[src/rtl/irq_agg3_pkg.sv]
package irq_agg3_pkg;
  typedef enum logic [2:0] {
    SEL_RX_STS = 3'd0,
    SEL_RX_EN  = 3'd1,
    SEL_TX_STS = 3'd2,
    SEL_TX_EN  = 3'd3,
    SEL_SI_STS = 3'd4,
    SEL_SI_EN  = 3'd5
  } reg_sel_e;

  localparam logic [1:0] GRP_NONE = 2'd0;
  localparam logic [1:0] GRP_RX   = 2'd1;
  localparam logic [1:0] GRP_TX   = 2'd2;
  localparam logic [1:0] GRP_SI   = 2'd3;
endpackage

[src/rtl/irq_grp_regs.sv]
module irq_grp_regs #(
  parameter int          W       = 4,
  parameter logic [W-1:0] RO_MASK = '0
) (
  input  logic         clk,
  input  logic         rst_n,
  input  logic         sts_wr,
  input  logic         en_wr,
  input  logic [W-1:0] wdata,
  input  logic [W-1:0] ev_set,
  input  logic [W-1:0] hw_clr,
  output logic [W-1:0] status,
  output logic         req
);
  logic [W-1:0] sts_q, sts_d, en_q, en_d, wr_clr;
  logic         sts_ce;

  // next state
  always_comb begin
    wr_clr = sts_wr ? (wdata & ~RO_MASK) : '0;
    sts_d  = (sts_q & ~wr_clr & ~hw_clr) | ev_set;
    en_d   = wdata;
    sts_ce = sts_wr | (|ev_set) | (|hw_clr);
  end

  // registers
  always_ff @(posedge clk or negedge rst_n) begin
    if (!rst_n) begin
      sts_q <= '0;
      en_q  <= '0;
    end else begin
      if (sts_ce) sts_q <= sts_d;
      if (en_wr)  en_q  <= en_d;
    end
  end

  assign status = sts_q;
  assign req    = |(sts_q & en_q);

  // a set pulse always leaves its bit set
  a_r2_set_sticks: assert property (@(posedge clk) disable iff (!rst_n)
    (|ev_set) |=> ((sts_q & $past(ev_set)) == $past(ev_set)));

  // no bit rises without a set pulse
  a_r3_no_spurious_rise: assert property (@(posedge clk) disable iff (!rst_n)
    (sts_wr || !sts_wr) |=> ((sts_q & ~$past(sts_q) & ~$past(ev_set)) == '0));

  // protected bits survive CPU status writes
  a_r4_ro_protected: assert property (@(posedge clk) disable iff (!rst_n)
    sts_wr |=> (((sts_q ^ $past(sts_q)) & RO_MASK & ~$past(ev_set) & ~$past(hw_clr)) == '0));

  // enable write loads the data
  a_r6_en_load: assert property (@(posedge clk) disable iff (!rst_n)
    en_wr |=> (en_q == $past(wdata)));
endmodule

[src/rtl/irq_prio3.sv]
module irq_prio3
  import irq_agg3_pkg::*;
(
  input  logic [2:0] req,
  output logic       any,
  output logic [1:0] grp
);
  always_comb begin
    any = |req;
    if (req[0])      grp = GRP_RX;
    else if (req[1]) grp = GRP_TX;
    else if (req[2]) grp = GRP_SI;
    else             grp = GRP_NONE;
  end
endmodule

[src/rtl/irq_agg3.sv]
module irq_agg3
  import irq_agg3_pkg::*;
#(
  parameter int              RX_W  = 6,
  parameter int              TX_W  = 4,
  parameter int              SI_W  = 3,
  parameter int              DW    = 8,
  parameter logic [RX_W-1:0] RX_RO = 6'b000001,
  parameter logic [TX_W-1:0] TX_RO = 4'b0001,
  parameter logic [SI_W-1:0] SI_RO = 3'b000
) (
  input  logic            clk,
  input  logic            rst_n,
  input  logic [RX_W-1:0] rx_set,
  input  logic [RX_W-1:0] rx_hwclr,
  input  logic [TX_W-1:0] tx_set,
  input  logic [TX_W-1:0] tx_hwclr,
  input  logic [SI_W-1:0] si_set,
  input  logic [SI_W-1:0] si_hwclr,
  input  logic            cpu_wr,
  input  logic [2:0]      cpu_sel,
  input  logic [DW-1:0]   cpu_wdata,
  output logic [RX_W-1:0] rx_status,
  output logic [TX_W-1:0] tx_status,
  output logic [SI_W-1:0] si_status,
  output logic            rx_req,
  output logic            tx_req,
  output logic            si_req,
  output logic            irq_any,
  output logic [1:0]      irq_grp
);
  localparam int NSYNC = 2;

  logic [NSYNC-1:0] rst_sync_q;
  logic             rst_int_n;
  logic [2:0]       grp_req;
  logic [5:0]       wr_dec;

  // reset: asynchronous assert, synchronous release
  always_ff @(posedge clk or negedge rst_n) begin
    if (!rst_n) rst_sync_q <= '0;
    else        rst_sync_q <= {rst_sync_q[NSYNC-2:0], 1'b1};
  end
  assign rst_int_n = rst_sync_q[NSYNC-1];

  // write decode, one strobe per register
  always_comb begin
    wr_dec = '0;
    if (cpu_wr) begin
      for (int i = 0; i < 6; i++) wr_dec[i] = (cpu_sel == 3'(i));
    end
  end

  irq_grp_regs #(.W(RX_W), .RO_MASK(RX_RO)) u_rx (
    .clk(clk), .rst_n(rst_int_n),
    .sts_wr(wr_dec[SEL_RX_STS]), .en_wr(wr_dec[SEL_RX_EN]),
    .wdata(cpu_wdata[RX_W-1:0]), .ev_set(rx_set), .hw_clr(rx_hwclr),
    .status(rx_status), .req(grp_req[0]));

  irq_grp_regs #(.W(TX_W), .RO_MASK(TX_RO)) u_tx (
    .clk(clk), .rst_n(rst_int_n),
    .sts_wr(wr_dec[SEL_TX_STS]), .en_wr(wr_dec[SEL_TX_EN]),
    .wdata(cpu_wdata[TX_W-1:0]), .ev_set(tx_set), .hw_clr(tx_hwclr),
    .status(tx_status), .req(grp_req[1]));

  irq_grp_regs #(.W(SI_W), .RO_MASK(SI_RO)) u_si (
    .clk(clk), .rst_n(rst_int_n),
    .sts_wr(wr_dec[SEL_SI_STS]), .en_wr(wr_dec[SEL_SI_EN]),
    .wdata(cpu_wdata[SI_W-1:0]), .ev_set(si_set), .hw_clr(si_hwclr),
    .status(si_status), .req(grp_req[2]));

  irq_prio3 u_prio (.req(grp_req), .any(irq_any), .grp(irq_grp));

  assign rx_req = grp_req[0];
  assign tx_req = grp_req[1];
  assign si_req = grp_req[2];

  // the code follows fixed priority over the group requests
  a_r8_rx_wins: assert property (@(posedge clk) disable iff (!rst_int_n)
    rx_req |-> (irq_grp == GRP_RX));
  a_r8_tx_second: assert property (@(posedge clk) disable iff (!rst_int_n)
    (tx_req && !rx_req) |-> (irq_grp == GRP_TX));
  a_r8_idle: assert property (@(posedge clk) disable iff (!rst_int_n)
    !(rx_req || tx_req || si_req) |-> (!irq_any && irq_grp == GRP_NONE));
endmodule

[config.mk]
export PLATFORM = sky130hd
export DESIGN_NAME = irq_agg3
export DESIGN_NICKNAME = d
export VERILOG_FILES = /design/src/rtl/irq_agg3_pkg.sv /design/src/rtl/irq_grp_regs.sv /design/src/rtl/irq_prio3.sv /design/src/rtl/irq_agg3.sv
export SDC_FILE = /design/constraint.sdc
export NUM_CORES = 1
export LEC_CHECK = 0
export ABC_AREA = 1
export ABC_CLOCK_PERIOD_IN_PS = 900
export BUFFER_PORTS_ARGS = -buffer_cell sky130_fd_sc_hd__buf_4
export CORE_MARGIN = 3
export CORE_UTILIZATION = 43
export CTS_BUF_LIST = sky130_fd_sc_hd__clkbuf_8
export CTS_CLUSTER_DIAMETER = 80
export DETAILED_ROUTE_END_ITERATION = 10
export HOLD_SLACK_MARGIN = 0.06
export PLACE_DENSITY = 0.87
export SYNTH_ARGS = -nofsm -noshare
export SYNTH_HDL_FRONTEND = slang
export SYNTH_HIERARCHICAL = 1
export SYNTH_SLANG_ARGS = --single-unit
[constraint.sdc]
create_clock -name clk -period 0.9 [get_ports clk]
set_input_delay 0.09 -clock clk [delete_from_list [all_inputs] [get_ports clk]]
set_output_delay 0.09 -clock clk [all_outputs]
set_load 0.02 [all_outputs]
==> results of run 1 <==
worst max path at each step:
stage	to	from	depth (start not counted)	slack (ps)
floorplan	irq_any	u_rx/status[4]	6	-180
finish	irq_any	u_rx/status[1]	7	-570
detailed placement	irq_grp[0]	u_rx/status[1]	7	-210
global placement	irq_any	u_rx/status[1]	7	-180
global route	irq_any	u_rx/status[1]	7	-610
CTS	irq_any	u_rx/status[5]	7	-470
worst register-to-register path, stage by stage (launching register included):
cell	delay [ps]
dfrtp_2	410
buf_6	120
buf_4	120
nand3_1	80
nand2_1	70
timing repair:
item                                   CTS  global route
gates resized for setup                 37            12
setup buffers                            1            14
hold buffers                            26             1
endpoints found under the hold margin   17             1
setup endpoints to repair               19            19
pin swaps                               12             9
metrics by stage:
step           hold WS (ps)  utilization  power, uW
2_1_floorplan          -206            -       2020
3_3_place_gp           -127        0.692       2460
3_5_place_dp           -126        0.692       2500
4_1_cts                61.2        0.849       3390
5_1_grt                71.5        0.889       3800
6_report               64.9        0.889       3610
Yosys cell counts:
cell	number
buf_6	1
o21ai_2	1
o21ai_0	9
inv_2	1
dfrtp_1	28
nand2_1	62
nor2_1	9
inv_1	35
nand3_1	7
o21bai_1	7
o21ai_1	3
nand2_2	1
nor2_2	1
conb_1	1
cell families (layout without fill, tap and decap cells):
family,count (synthesis),in the layout,synth area share
AO/OA/AOI/OAI,20,20,0.0944
buffers and inverters,37,153,0.114
flip-flops,28,28,0.545
other,1,1,0.00292
AND/OR/NAND/NOR,80,80,0.244
registers in the layout, summed over array words and instances (netlist names):
signal       cells
u_si/en_q        3
u_si/status      3
u_tx/en_q        4
u_rx/status      6
u_tx/status      4
rst_sync_q       2
u_rx/en_q        6
cell type report:
class                           count  area (um^2)
Tap cell                           31         38.8
Clock inverter                      1         3.75
Fill cell                         127          312
Inverter                           36          135
Timing Repair Buffer              113         1050
Sequential cell                    28          713
Multi-Input combinational cell    101          509
Clock buffer                        3         41.3
metal layers:
layer	GRT usage	share of wire
met5	0	0
met4	0.0712	0.038
met3	0.0574	0.048
met2	0.467	0.56
met1	0.262	0.36
report_power, final:
group          internal (uW)  switching [uW]  total (uW)
combinational            723             656        1380
sequential              1430             123        1550
clock                    306             377         683
==> results.cfg, run 1 <==
[grt]
grt_max_degree = 27
grt_usage = 0.244
gr-total-overflow = 0
grt_pass1_wl_um = 6590
grt_pass1_vias = 1555
antenna_found_initial = 0

[yosys]
synth_cell_types = 14
yosysWarnings = 6
synth_largest_area_cell = dfrtp_1
synth_top_area_frac = 0.545
synth.cell_area_um2 = 1290
syn_inst = 166
avgSynthCellArea_um2 = 7.75
synth_area_leaders = dfrtp_1 (54%), nand2_1 (18%), inv_1 (10%)
synth-seq-area-share = 0.545
syn_nets = 206
ys_seq_elements = 28

[clock_tree]
clock-sinks = 28
cts-root-buf = clkbuf_8
cts_made_buffers = 3
clk_pin_slew_worst_paths_ps = 90
cts_htree_levels = 1
insertion_delay_ps = 270
clock_path_buffers = 2
cts_tree = yes

[detailed_routing]
dr.pass1.iters = 4
viasPerCell = 4.89
drc_errors = 0
drt_wl_total_um = 4710
drt_iter0_drc = 71
detail-route-antenna-nets = 0
via_count = 1530
avgRoutedWirePerCell_um = 15.0

[floorplan]
die_x_um = 60.7
design.die.area_um2 = 3680
row_count = 19
core_area_um2 = 2810
die_y_um = 60.7
floorplan.initialDensity = 0.459
io-pin-count = 59

[setup_path]
end_kind = output port
crit_type = flip-flop to output port
critical_path_buf_inv_count = 2
reg2reg_slack_ps = -20
crit-reg2reg-launch = u_tx/status[3]
r2r-end = u_tx/status[3]
reg2reg_depth = 4
required_ps = 810
critPathTopFamily = simple AND/OR/NAND/NOR gates
critPathSlowestCell = dfrtp_2
crit_chain = nand2_2, nand2_1, nor2_2, nand2_2, inv_2, nand2_2, buf_6
cp.arrival_ps = 1380
critPathLaunchType = flip-flop
cp_common_cell = nand2_2
path_max_fanout = 3
cpPeakStageDelay_ps = 420

[sta]
hold_viol_final = 0
fin_setup_tns_ps = -4580
finalCritPeriodShare = 1.64
setup_viol = 21
fmax_ghz = 0.678
layout_min_cycle_time_ps = 1470
fin_ws_ps = -574
drv_slew = 0
finClkSkew_ps = 0.972
rsz0062_at_grt = true

[min_path]
holdPathStages = 4
hold_end = u_si/status[0]
hold_path.startpoint = si_hwclr[0]
hold_path.class = input port to flip-flop

[power]
power.leakage_uw = 0.00131
power_per_cell_area_nw_per_um2 = 1450
ir_drop_v = 0.00136

[final_layout]
final_net_count = 323
syn2layout_area_growth_pct = 93.9
layout-drive-gt1-share = 0.436
finalNonFillerCells = 313
finalInstanceArea_um2 = 2490
final_common_cell = buf_4
antenna_cells = 0
final_cell_mix = buf_4 (52), nand2_1 (50), inv_1 (33), buf_6 (33), dlygate4sd3_1 (27)

[place]
dp_slack_ps = -210
dp.cells = 271
dp_hpwl_um = 2500
place.gp.congestion = 0.802
port_buffers = 56
dpl_cell_area_um2 = 1940

[run]
cap_viol_max_count = 0

[status]
status = finished, violations left
violations = negative setup slack
Power figures use the tool's default switching activity.
==> run 2, diff against run 1 <==
--- a/config.mk
+++ b/config.mk
@@ -5,16 +5,15 @@
 export SDC_FILE = /design/constraint.sdc
 export NUM_CORES = 1
 export LEC_CHECK = 0
-export ABC_AREA = 1
 export ABC_CLOCK_PERIOD_IN_PS = 900
 export BUFFER_PORTS_ARGS = -buffer_cell sky130_fd_sc_hd__buf_4
 export CORE_MARGIN = 3
-export CORE_UTILIZATION = 43
-export CTS_BUF_LIST = sky130_fd_sc_hd__clkbuf_8
+export CORE_UTILIZATION = 41
+export CTS_BUF_LIST = sky130_fd_sc_hd__clkbuf_16
 export CTS_CLUSTER_DIAMETER = 80
 export DETAILED_ROUTE_END_ITERATION = 10
 export HOLD_SLACK_MARGIN = 0.06
-export PLACE_DENSITY = 0.87
+export PLACE_DENSITY = 0.85
 export SYNTH_ARGS = -nofsm -noshare
 export SYNTH_HDL_FRONTEND = slang
 export SYNTH_HIERARCHICAL = 1
==> run 2 against run 1 <==
Effect of this change: the run still ends with negative setup slack left; sequential power increased by 3%; first-iteration DRC count unchanged; global-route usage decreased by 0.63 points; cell count decreased by 25%; total power increased by 11%; routed wire length decreased by 2.5%; clock skew increased by 0.71 ps; via count decreased by 19%; synthesized cell count decreased by 40%; largest cell class unchanged.
==> results.cfg, run 2 <==
[final_layout]
n_fill_cell = 133
finalInstanceArea_um2 = 2410
final_net_count = 247
final_common_cell = buf_4
final_util = 0.852
syn2layout_area_growth_pct = 93.3
final_cell_mix = buf_4 (45), buf_6 (43), dfrtp_1 (20), dlygate4sd3_1 (14), inv_1 (14)
antenna_cells = 0
layout-drive-gt1-share = 0.639

[setup_path]
critPathLaunchType = flip-flop
cp.arrival_ps = 1650
crit_type = flip-flop to output port
required_ps = 810
crit-reg2reg-launch = u_si/status[0]
critPathLaunch = u_si/status[0]
critPathSlowestCell = dfrtp_2
end_kind = output port
crit_chain = a222oi_1, inv_2, or3_4, buf_6
cpPeakStageDelay_ps = 410
path_max_fanout = 2

[grt]
grt_usage = 0.237
grt_pass1_vias = 1291
antenna_found_initial = 0
gr-total-overflow = 0
grt_max_degree = 27
grt_pass1_wl_um = 6200

[min_path]
hold_path.class = input port to flip-flop
hold_path.startpoint = cpu_wdata[5]

[sta]
finClkSkew_ps = 1.68
finalCritPeriodShare = 1.94
setup_viol = 30
hold_viol_final = 0
layout_min_cycle_time_ps = 1740
fin_ws_ps = -843
drv_slew = 0
fin_setup_tns_ps = -6170
rsz0062_at_grt = true
fmax_ghz = 0.574

[power]
clkPwrFrac = 0.249
ir_drop_v = 0.00154
combPwrFrac = 0.356
power.leakage_uw = 0.00115
total_power_uw = 4020
power_per_cell_area_nw_per_um2 = 1670
p_switching_uw = 1130
p_sw_frac = 0.281
seq_power_share = 0.395
p_int_uw = 2890

[yosys]
synth-seq-area-share = 0.562
synth_largest_area_cell = dfrtp_1
synth_compound_area_frac = 0.134
synthArstFlopShare = 1.00
synth_most_common_cell = dfrtp_1
synth-xor-area-share = 0
synth_cell_types = 20
synth_top_family_by_area = multiplexers
ys_seq_elements = 28
synth-edff-count = 0
synth_top_area_frac = 0.562
synth_area_leaders = dfrtp_1 (56%), mux2_4 (7.2%), inv_1 (4.5%)
yosys.area_share.simple = 0.111
syn_nets = 140
muxShareOfSynthArea = 0.135
syn_inst = 100
synth.cell_area_um2 = 1250
ys_top_cells_by_count = dfrtp_1 (28), inv_1 (15), nand2_1 (12), a31o_1 (6), mux2_4 (6)
synthAdderAreaFrac = 0
yosysWarnings = 6
avgSynthCellArea_um2 = 12.5
ys.flop_type = dfrtp_1

[run]
cap_viol_max_count = 0

[clock_tree]
cts_tree = yes
cts_htree_levels = 1
clk_pin_slew_worst_paths_ps = 60
clock-sinks = 28
clock_path_buffers = 2
insertion_delay_ps = 260
cts-root-buf = clkbuf_16
cts_made_buffers = 3

[floorplan]
design.die.area_um2 = 3740
io-pin-count = 59
die_y_um = 61.2
core_area_um2 = 2830
die_x_um = 61.2
floorplan.initialDensity = 0.441
row_count = 19

[place]
dp_slack_ps = -589
dp_hpwl_um = 2600
place.gp.congestion = 0.766
dpl_cell_area_um2 = 1940
port_buffers = 56

[status]
status = finished, violations left
violations = negative setup slack

[detailed_routing]
detail-route-antenna-nets = 0
drt_iter0_drc = 71
drc_errors = 0
avgRoutedWirePerCell_um = 19.4
dr.pass1.iters = 5
via_count = 1234
drt_wl_total_um = 4590
viasPerCell = 5.23
## run 2: cell types whose count changed after synthesis, moves of 7 or more
cell      previous run  this run
o21bai_1             7         0
nor2_1               9         2
inv_1               35        15
o21ai_0              9         0
nand2_1             62        12
## run 2: layout make-up
| class | count | area, um^2 | area share |
|---|---|---|---|
| Clock buffer | 3 | 75.1 | 0.0311 |
| Tap cell | 31 | 38.8 | 0.0161 |
| Timing Repair Buffer | 103 | 982 | 0.407 |
| Multi-Input combinational cell | 56 | 548 | 0.227 |
| Sequential cell | 28 | 711 | 0.295 |
| Inverter | 15 | 56.3 | 0.0234 |
## run 2: cell families (layout without fill, tap and decap cells)
family,after synthesis,count (layout)
simple gates,22,22
compound gates,20,20
flops,28,28
mux,13,13
buf+inv,16,121
other cells,1,1
## run 2: worst paths after layout
path | end | slack [ps] | cells after the start
setup / recovery | irq_any | -840 | 4
hold / removal | u_rx/en_q[5] | 80 | 2
setup reg to reg | u_si/status[0] | -160 | 4
hold reg to reg | u_tx/en_q[1] | 220 | 1
max in group asynchronous | u_rx/status[5] | 520 | 1
min in group asynchronous | rst_sync_q[1] | 140 | 2
## run 2: metal layers
layer	GRT usage	wire [um]
met2	0.423	2420
met4	0.124	105
met3	0.0524	253
met5	0	0
met1	0.262	1810
## run 2: timing repair
| action | in CTS | in global routing |
|---|---|---|
| setup buffers | 5 | 15 |
| setup endpoints to repair | 20 | 30 |
| resized for setup | 34 | 15 |
| pin swaps | 4 | 11 |
| hold endpoints to repair | 15 | 0 |
| hold buffers | 14 | 0 |
## run 2: per-stage QoR
stage / instances / hold WS [ps]
floorplan: 100 / -206
global placement: 208 / -127
detailed placement: 208 / -126
CTS: 228 / 76.2
global route: 236 / 74.1
finish: 236 / 81.4
## run 2: power groups by stage
stage | clock [uW] | sequential [uW] | combinational [uW]
finish | 999 | 1590 | 1430
global placement | 0 | 1560 | 1040
global route | 1070 | 1600 | 1510
floorplan | 0 | 1620 | 456
detailed placement | 0 | 1570 | 1080
CTS | 982 | 1560 | 1280
## run 2: worst max-delay path, delay by kind of cell (launching register included)
family	cells	cell delay, ps
buffers and inverters	2	220
DFF	1	410
AOI/OAI and AO/OA	1	410
and+or+nand+nor	1	340
==> run 3, diff against run 2 <==
--- a/config.mk
+++ b/config.mk
@@ -7,8 +7,10 @@
 export LEC_CHECK = 0
 export ABC_CLOCK_PERIOD_IN_PS = 900
 export BUFFER_PORTS_ARGS = -buffer_cell sky130_fd_sc_hd__buf_4
+export CELL_PAD_IN_SITES_DETAIL_PLACEMENT = 2
+export CELL_PAD_IN_SITES_GLOBAL_PLACEMENT = 2
 export CORE_MARGIN = 3
-export CORE_UTILIZATION = 41
+export CORE_UTILIZATION = 25
 export CTS_BUF_LIST = sky130_fd_sc_hd__clkbuf_16
 export CTS_CLUSTER_DIAMETER = 80
 export DETAILED_ROUTE_END_ITERATION = 10
==> run 3 against run 2 <==
Effect of this change: the flow still finishes with violations (negative setup slack); global-route usage is 6.3 points lower; flip-flop and latch count is the same; combinational power rose by 3%; critical endpoint unchanged; non-clock buffer count increased by 4; die area is 57% higher; cell count rose by 17%; sequential share of layout area fell by 1.4 points; clock-buffer cell count unchanged; first-iteration DRC count shrank 77%.
==> results.cfg, run 3 (same netlist as run 2, synthesis figures left out) <==
[status]
status = finished, violations left
violations = negative setup slack

[floorplan]
die_x_um = 76.6
io-pin-count = 59
design.die.area_um2 = 5870
floorplan.initialDensity = 0.261
core_area_um2 = 4790
row_count = 25
die_y_um = 76.6

[final_layout]
n_fill_cell = 471
syn2layout_area_growth_pct = 103
multiInputGateArea_um2 = 561
finalNonFillerCells = 277
antenna_cells = 0
layout-drive-gt1-share = 0.648
finalInstanceArea_um2 = 2530
final_cell_mix = buf_6 (48), buf_4 (45), dfrtp_1 (20), dlygate4sd3_1 (14), inv_1 (14)
regArea_um2 = 711
final_common_cell = buf_6
final_net_count = 251

[clock_tree]
cts_tree = yes
cts_made_buffers = 3
cts-root-buf = clkbuf_16
clock-sinks = 28
cts_htree_levels = 1
clk_pin_slew_worst_paths_ps = 70
insertion_delay_ps = 260
clock_path_buffers = 2

[sta]
fmax_ghz = 0.546
drv_slew = 0
hold_viol_final = 0
finClkSkew_ps = 4.29
layout_min_cycle_time_ps = 1830
fin_ws_ps = -933
rsz0062_at_grt = true
setup_viol = 29
finalCritPeriodShare = 2.04

[min_path]
holdPathStages = 2
hold_path.startpoint = cpu_wdata[5]
hold_end = u_rx/en_q[5]
hold_path.class = input port to flip-flop

[detailed_routing]
drt_iter0_drc = 16
dr.pass1.iters = 4
via_count = 1230
drc_errors = 0
avgRoutedWirePerCell_um = 18.5
detail-route-antenna-nets = 0
viasPerCell = 4.44
drt_wl_total_um = 5120

[place]
port_buffers = 56
dp_hpwl_um = 3310
dp.cells = 246
place.gp.congestion = 0.745
dpl_cell_area_um2 = 1980
dp_slack_ps = -589

[grt]
grt_pass1_wl_um = 7900
grt_usage = 0.174
grt_max_degree = 20
antenna_found_initial = 0
grt_pass1_vias = 1483
gr-total-overflow = 0

[setup_path]
reg2reg_slack_ps = -620
path_max_fanout = 2
r2r-end = u_si/status[0]
reg2reg_depth = 9
crit-reg2reg-launch = u_si/status[0]
cp.arrival_ps = 1740
required_ps = 810
crit_type = flip-flop to output port
end_kind = output port
critPathLaunchType = flip-flop

[power]
p_switching_uw = 1170
power.leakage_uw = 0.00119
p_sw_frac = 0.268
clkPwrFrac = 0.300
combPwrFrac = 0.336
power_per_cell_area_nw_per_um2 = 1720
ir_drop_v = 0.000759
p_int_uw = 3200
seq_power_share = 0.364

[run]
cap_viol_max_count = 0
==> run 3: changes by cell type in the layout (fill, tap and decap cells not counted), sizes merged <==
cell / change
buf: +4
bufinv: +1
==> run 3: power by group through the flow <==
| stage | Combinational (uW) | Sequential (uW) | Clock (uW) |
|---|---|---|---|
| floorplan | 456 | 1620 | 0 |
| global placement | 1060 | 1560 | 0 |
| detailed placement | 1120 | 1580 | 0 |
| CTS | 1350 | 1580 | 1340 |
| global route | 1560 | 1620 | 1400 |
| finish | 1470 | 1590 | 1310 |
==> run 3: area by class of cell <==
cell class	count	area share
Clock buffer	3	0.0296
Multi-Input combinational cell	56	0.221
Timing Repair Buffer	107	0.402
Sequential cell	28	0.280
Inverter	15	0.0222
Clock inverter	1	0.0118
Tap cell	67	0.0331
==> run 3: metal layers <==
layer  global-route usage  up-vias  part of all wire
met5                    0        -                 0
met4               0.0272        0             0.012
met3               0.0331        6             0.040
met2                0.346       43              0.56
met1                0.192      608              0.39
li1                     -      573                 -
==> run 3: how the worst max path moves through the flow <==
stage                   start       to  cells past startpoint
2_1_floorplan  u_si/status[0]  irq_any                      3
3_3_place_gp   u_si/status[0]  irq_any                      4
3_5_place_dp     u_si/en_q[0]  irq_any                      4
4_1_cts        u_si/status[0]  irq_any                      4
5_1_grt          u_si/en_q[0]  irq_any                      4
6_report         u_si/en_q[0]  irq_any                      4
==> run 3: critical path, stage by stage (launching register included) <==
cell	delay (ps)
dfrtp_1	420
a222oi_1	480
inv_2	90
or3_4	350
buf_6	140
==> run 3: stage by stage <==
stage	util	hold slack, ps	power, uW	setup TNS, ps
after floorplan	-	-206	2070	-1460
after global placement	0.415	-126	2610	-5960
after detailed placement	0.415	-123	2700	-7050
after CTS	0.511	68.8	4270	-7030
after global routing	0.530	65.8	4580	-9060
final	0.530	69.6	4370	-7810
==> run 3: what timing repair did <==
action	in CTS	in global routing
hold buffers	14	0
endpoints found under the setup margin	22	30
setup buffers	16	11
resized for setup	40	17
endpoints found under the hold margin	15	0
pin swaps	3	9
